$ cat config.mk
export PLATFORM = sky130hd
export DESIGN_NAME = tdm_serializer
export DESIGN_NICKNAME = d
export VERILOG_FILES = /design/src/rtl/tdm_pkg.sv /design/src/rtl/tdm_frame_counter.sv /design/src/rtl/tdm_piso.sv /design/src/rtl/tdm_serializer.sv
export SDC_FILE = /design/constraint.sdc
export NUM_CORES = 1
export LEC_CHECK = 0
export CAP_MARGIN = 15
export CORE_AREA = 8 8 55 57
export CTS_BUF_LIST = sky130_fd_sc_hd__clkbuf_16
export DETAILED_ROUTE_END_ITERATION = 8
export DIE_AREA = 0 0 63 65
export PLACE_DENSITY = 0.73
export SLEW_MARGIN = 10
export SYNTH_ARGS = -nofsm -noshare
export SYNTH_HDL_FRONTEND = slang
export SYNTH_SLANG_ARGS = --single-unit
$ cat constraint.sdc
create_clock -name clk -period 2.09 [get_ports clk]
set_input_delay 0.418 -clock clk [delete_from_list [all_inputs] [get_ports clk]]
set_output_delay 0.418 -clock clk [all_outputs]
set_load 0.01 [all_outputs]
$ cat src/rtl/tdm_pkg.sv
package tdm_pkg;

  // Frame-position strobes derived one cycle early and registered.
  typedef struct packed {
    logic frame_end;  // final counter state of the frame
    logic capture;    // last bit of a timeslot
  } tdm_strobe_t;

endpackage

$ cat src/rtl/tdm_frame_counter.sv
module tdm_frame_counter
  import tdm_pkg::*;
#(
  parameter int BITS_PER_SLOT = 8,
  parameter int NUM_SLOTS     = 32
) (
  input  logic                          clk,
  input  logic                          rst,
  output tdm_strobe_t                   strobe_q,
  output logic [$clog2(NUM_SLOTS)-1:0]  slot_ahead_q
);
  localparam int BIT_W  = $clog2(BITS_PER_SLOT);
  localparam int SLOT_W = $clog2(NUM_SLOTS);
  localparam int CNT_W  = BIT_W + SLOT_W;
  localparam logic [BIT_W-1:0] LAST_BIT  = BIT_W'(BITS_PER_SLOT - 1);
  localparam logic [CNT_W-1:0] LAST_POS  = {CNT_W{1'b1}};

  logic [CNT_W-1:0]  pos_q;
  logic [CNT_W-1:0]  pos_nxt;
  logic [BIT_W-1:0]  bit_nxt;
  logic [SLOT_W-1:0] slot_nxt;
  logic [SLOT_W-1:0] slot_ahead_nxt;
  tdm_strobe_t       strobe_nxt;

  always_comb begin
    pos_nxt              = pos_q + CNT_W'(1);
    bit_nxt              = pos_nxt[BIT_W-1:0];
    slot_nxt             = pos_nxt[CNT_W-1:BIT_W];
    slot_ahead_nxt       = slot_nxt + SLOT_W'(1);
    strobe_nxt.frame_end = (pos_nxt == LAST_POS);
    strobe_nxt.capture   = (bit_nxt == LAST_BIT);
  end

  always_ff @(posedge clk) begin
    if (rst) begin
      pos_q        <= '0;
      strobe_q     <= '0;
      slot_ahead_q <= SLOT_W'(1);
    end else begin
      pos_q        <= pos_nxt;
      strobe_q     <= strobe_nxt;
      slot_ahead_q <= slot_ahead_nxt;
    end
  end
endmodule

$ cat src/rtl/tdm_piso.sv
module tdm_piso #(
  parameter int WIDTH = 8
) (
  input  logic             clk,
  input  logic             rst,
  input  logic             load,
  input  logic [WIDTH-1:0] pdata,
  output logic             sdata
);
  logic [WIDTH-1:0] stage_q;
  logic [WIDTH-1:0] stage_nxt;

  // Stage 0 drives the line, so bit 0 leaves first.
  for (genvar i = 0; i < WIDTH; i++) begin : g_stage
    if (i == WIDTH - 1) begin : g_top
      assign stage_nxt[i] = load ? pdata[i] : 1'b0;
    end else begin : g_mid
      assign stage_nxt[i] = load ? pdata[i] : stage_q[i+1];
    end
  end

  always_ff @(posedge clk) begin
    if (rst) stage_q <= '0;
    else     stage_q <= stage_nxt;
  end

  assign sdata = stage_q[0];
endmodule

$ cat src/rtl/tdm_serializer.sv
module tdm_serializer
  import tdm_pkg::*;
#(
  parameter int BITS_PER_SLOT = 8,
  parameter int NUM_SLOTS     = 32
) (
  input  logic                          clk,
  input  logic                          rst,
  input  logic [BITS_PER_SLOT-1:0]      pdata_i,
  output logic                          sdata_o,
  output logic                          sync_o,
  output logic [$clog2(NUM_SLOTS)-1:0]  slot_o,
  output logic                          load_n_o
);
  localparam int SLOT_W = $clog2(NUM_SLOTS);

  tdm_strobe_t       strobe;
  logic [SLOT_W-1:0] slot_ahead;

  tdm_frame_counter #(
    .BITS_PER_SLOT(BITS_PER_SLOT),
    .NUM_SLOTS    (NUM_SLOTS)
  ) u_counter (
    .clk         (clk),
    .rst         (rst),
    .strobe_q    (strobe),
    .slot_ahead_q(slot_ahead)
  );

  tdm_piso #(
    .WIDTH(BITS_PER_SLOT)
  ) u_piso (
    .clk  (clk),
    .rst  (rst),
    .load (strobe.capture),
    .pdata(pdata_i),
    .sdata(sdata_o)
  );

  assign sync_o   = strobe.frame_end;
  assign load_n_o = ~strobe.capture;
  assign slot_o   = slot_ahead;
endmodule

# Yosys cells after proc, flatten, opt, wreduce, memory -nomap -nowiden
# Cells that the tools add are included.
[word_totals]
reg_bits = 23
word_cells = 19
[op_classes]
addsub = 2
n_eq_ne = 2
muxes = 7
bitwise_logic = 1
reduce_logical = 1
[op_table]
columns = ["cell", "n"]
rows = [
  ["8-bit by 1-bit adder with 8-bit output (second input constant)", 1],
  ["8-bit equality test (second input constant)", 1],
  ["1-bit two-way mux", 7],
  ["5-bit by 1-bit adder with 5-bit output (second input constant)", 1],
  ["3-bit equality test (second input constant)", 1],
  ["2-bit OR reduction", 1],
  ["1-bit NOT", 1],
]

# Logic depth before layout (Yosys ltp)
# Gate-level depths: netlist of the first run.
[logic_depth]
word_depth = 2
ltp_mapped = 6
ltp_nobuf = 5

# By module
# A second synthesis of the first run with hierarchy kept.
[unflattened]
cells_unflattened = 103
area_unflattened_um2 = 994.7
[modules_own_cells]
columns = ["module", "n_inst", "cells_each", "area_per_inst_um2"]
rows = [
  ["tdm_frame_counter", 1, 77, 708.2],
  ["tdm_piso", 1, 25, 282.8],
  ["tdm_serializer", 1, 1, 3.8],
]

# Worst setup path after synthesis of the first run
# Ideal clock, no wire load.
[synth_timing]
kind = "register to register"
start = "register u_counter.pos_q[0]"
end = "register u_counter.strobe_q[1] (netlist name)"
t_arrival_ps = 1588
required_time_ps = 1974
path_slack_ps = 386
stages_incl_launch_ff = 7
n_path_buf = 1
cell_sequence = "dfxtp_1 -> ha_1 -> buf_2 -> and4b_1 -> a22o_2 -> o221a_2 -> and3b_1"
[synth_via]
elab_chain_len = 2
[synth_rtl]
columns = ["item", "line_no", "text"]
rows = [
  ["start, declared", "tdm_frame_counter.sv:18", "logic [CNT_W-1:0] pos_q;"],
  ["start signal, assigned", "tdm_frame_counter.sv:40", "pos_q <= pos_nxt;"],
  ["8-bit by 1-bit adder with 8-bit output", "tdm_frame_counter.sv:26", "pos_nxt = pos_q + CNT_W'(1);"],
  ["8-bit equality test", "tdm_frame_counter.sv:30", "strobe_nxt.frame_end = (pos_nxt == LAST_POS);"],
  ["end signal, assigned", "tdm_frame_counter.sv:41", "strobe_q <= strobe_nxt;"],
  ["end, declared", "tdm_frame_counter.sv:9", "output tdm_strobe_t strobe_q,"],
]
# Every way passes these cells.
# A chain may end at the register's enable or synchronous reset.

# Worst setup path after layout of the first run
[layout_timing]
start = "register u_counter.pos_q[0]"
end = "register u_counter.slot_ahead_q[4]"
[layout_via]
elab_chain_len = 2
[layout_rtl]
columns = ["item", "line_no", "text"]
rows = [
  ["8-bit by 1-bit adder with 8-bit output", "tdm_frame_counter.sv:26", ""],
  ["5-bit by 1-bit adder with 5-bit output", "tdm_frame_counter.sv:29", "slot_ahead_nxt = slot_nxt + SLOT_W'(1);"],
  ["end signal, assigned", "tdm_frame_counter.sv:42", "slot_ahead_q <= slot_ahead_nxt;"],
  ["end, declared", "tdm_frame_counter.sv:10", "output logic [$clog2(NUM_SLOTS)-1:0] slot_ahead_q"],
]
# Every way passes these cells.

==> results.toml, run 1 <==
[global_routing]
grt_pass1_vias = 813
grt_max_degree = 14
grt_overflow = 0
antenna_found_initial = 0
grt_pass1_wl_mm = 3.456
grt_usage_pct = 10.13

[sta]
hold_violations = 0
fin_crit_ns = 1.809
slew_viol_final = 0
tightestPinTransition_ns = 0.4138
finalSetupViolCount = 0
max_freq_ghz = 0.5528
rsz0062_at_grt = "no"
clock_skew_ns = 0.005564
setup_tns_ns = 0
period_share_pct = 86.55
slew_headroom_pct = 72.38

[critical_path]
cp_max_fo = 9
crit_path_end_kind = "register"
crit_arrival_ns = 2.00
path_class = "register to register"
start_kind = "register"
cp.required_ns = 2.28

[cts]
cts_hold_buf = 0
cts-buffers-inserted = 3
cts_sinks = 23
clockRootBuffer = "clkbuf_16"
cts.repair.resized = 0
clock_latency_ns = 0.25
cts_max_path_buffers = 2
cts_tree = "built"
post_cts.repair.setup_buffers = 0
cts.clk_slew.worst_paths_ns = 0.06
cts_htree_levels = 1

[detailed_routing]
wirelength_mm = 2.069
num_vias = 814
post_drt_wl_per_cell_um = 13.35
drc_errors = 0
vias_per_cell = 5.252
first_pass_iters = 5
drtIter0Drc = 16
ant_nets = 0

[placement]
port_buffers = 17
gp_congestion = 0.8571
hpwlAfterDp_mm = 1.489
place_inst = 151

[synthesis]
synth_area_per_cell_um2 = 9.288
synth_common_cells = "23 x dfxtp_1, 17 x nor2_1, 8 x mux2i_1, 7 x inv_1"
synth_top_family_by_area = "simple AND/OR/NAND/NOR gates"
yosysWarnings = 0
synthMuxAreaShare_pct = 7.767
syn_area_um2 = 1031
ys_types = 36
synth_top_area_cell = "dfxtp_1"
synth_compound_area_share_pct = 11.53
yosys.area_share.adder_pct = 2.427
synth-xor-area-share_pct = 3.398
ys_ff_latch = 23
syn_nets = 123
synth.most_common_cell = "dfxtp_1"
synth_area_leaders = "dfxtp_1 45%, mux2i_1 7.8%, nor2_1 6.2%, and4b_1 2.9%, inv_1 2.5%"
synthSimpleGateAreaFrac_pct = 22.82
synth-edff-count = 0
seq_area_frac_synth_pct = 44.66
syn_inst = 111
ys.flop_type = "dfxtp_1"
synth_top_area_share_pct = 44.66
async_flop_share_pct = 0

[floorplan]
die_height_um = 65
start_util_pct = 47.99
die_w_um = 63
fp-row-count = 17
dieArea_um2 = 4095
boundaryPins = 18
core_area_um2 = 2148

[finish]
utilization_pct = 59.93
drive_gt1_share_pct = 9.449
fin_cells = 155
diodes = 0
area_delta_synth_final_pct = 24.88
n_fill_cell = 200
final_nets = 140

[power_and_ir_drop]
power_leakage_nw = 0.5001
p_switching_w = 0.0001741
ir_worst_vdd_mv = 0.3899
p_per_area_nw_per_um2 = 701.6
pwr-share-seq_pct = 50.7
p_sw_share_pct = 19.27
clock_power_share_pct = 43.9
p_int_w = 0.0007292
p_comb_share_pct = 5.4

[hold_path]
hp-class = "register to register"

[flow_run]
drv_cap = 0

[status]
status = "finished clean"
[cell families (layout without fill, tap and decap cells)]
| family | count (synthesis) | count (layout) |
|---|---|---|
| and+or+nand+nor | 42 | 42 |
| DFF | 23 | 23 |
| AOI/OAI and AO/OA | 17 | 17 |
| buffers and inverters | 15 | 31 |
| muxes | 8 | 8 |
| xor gates and xnor gates | 4 | 4 |
| adders and majority gates | 2 | 2 |
[final cells by class]
type	instances	area [µm²]	area share (%)
Multi-Input combinational cell	73	494.2	38.39
Sequential cell	23	460.4	35.76
Timing Repair Buffer	20	192.7	14.97
Clock buffer	3	75.07	5.831
Tap cell	28	35.03	2.721
Inverter	7	26.28	2.041
Clock inverter	1	3.754	0.2915
[state kept, by name, indices dropped and copies added (netlist names)]
register / count
u_counter.strobe_q: 2
u_counter.slot_ahead_q: 5
u_counter.pos_q: 8
u_piso.stage_q: 8
[power by group through the flow]
stage	Combinational, W	Sequential [W]	Clock [W]
2_1_floorplan	0.0000284	0.000462	0
3_3_place_gp	0.0000484	0.000465	0
3_5_place_dp	0.0000486	0.000467	0
4_1_cts	0.0000494	0.000457	0.000407
5_1_grt	0.0000541	0.000458	0.000427
6_report	0.0000490	0.000458	0.000397
[placed cells by master (no fill, tap or decap), drive strengths merged, types with 2 or more instances in the layout]
master          n
a21boi          3
dfxtp          23
inv             8
and3            2
o21ai           4
xnor2           3
nor3            3
clkdlybuf4s50  17
ha              2
a21o            2
nand3           4
a21oi           3
clkbuf          3
nand2           4
mux2i           8
buf             3
nor2           17
and4b           4
nand4b          2
[through the flow]
step            power, W  worst slack, ns  instance area [µm²]  hold WS [ns]
3_3_place_gp   0.0005139           0.3665                 1209        0.4530
6_report       0.0009033           0.2812                 1287        0.4631
2_1_floorplan  0.0004904           0.3863                 1031        0.4365
3_5_place_dp   0.0005160           0.3218                 1209        0.4581
5_1_grt        0.0009397           0.1451                 1287        0.5006
4_1_cts        0.0009135           0.2953                 1287        0.4716
[final timing paths]
path                      start                         to  cells after the start  slack (ns)
min reg2reg   u_piso.stage_q[2]          u_piso.stage_q[1]                      2        0.46
max reg2reg  u_counter.pos_q[0]  u_counter.slot_ahead_q[4]                      5        0.28
max          u_counter.pos_q[0]  u_counter.slot_ahead_q[4]                      5        0.28
min           u_piso.stage_q[2]          u_piso.stage_q[1]                      2        0.46
[critical path, cell delays in order, from the launching register on]
cell     delay, ns
dfxtp_1       0.48
ha_1          0.37
nand2_1       0.12
nor3_1        0.32
o221a_2       0.28
mux2i_1       0.17
[metal layers]
layer	wire, µm	part of all wire [%]	vias up	GRT usage, %
met3	164	7.9	2	3.952
li1	-	-	413	-
met4	14	0.68	0	4.274
met1	933	45	374	9.604
met5	0	0	-	0
met2	956	46	25	19.08
(Power assumes the default switching activity.)
==> run 2: changes to the inputs <==
--- a/config.mk
+++ b/config.mk
@@ -11,7 +11,7 @@
 export DETAILED_ROUTE_END_ITERATION = 8
 export DIE_AREA = 0 0 63 65
 export PLACE_DENSITY = 0.73
-export SLEW_MARGIN = 10
+export SLEW_MARGIN = 30
 export SYNTH_ARGS = -nofsm -noshare
 export SYNTH_HDL_FRONTEND = slang
 export SYNTH_SLANG_ARGS = --single-unit
==> results of run 2 <==
The final DEF is identical to that of run 1; final timing and power are the same.
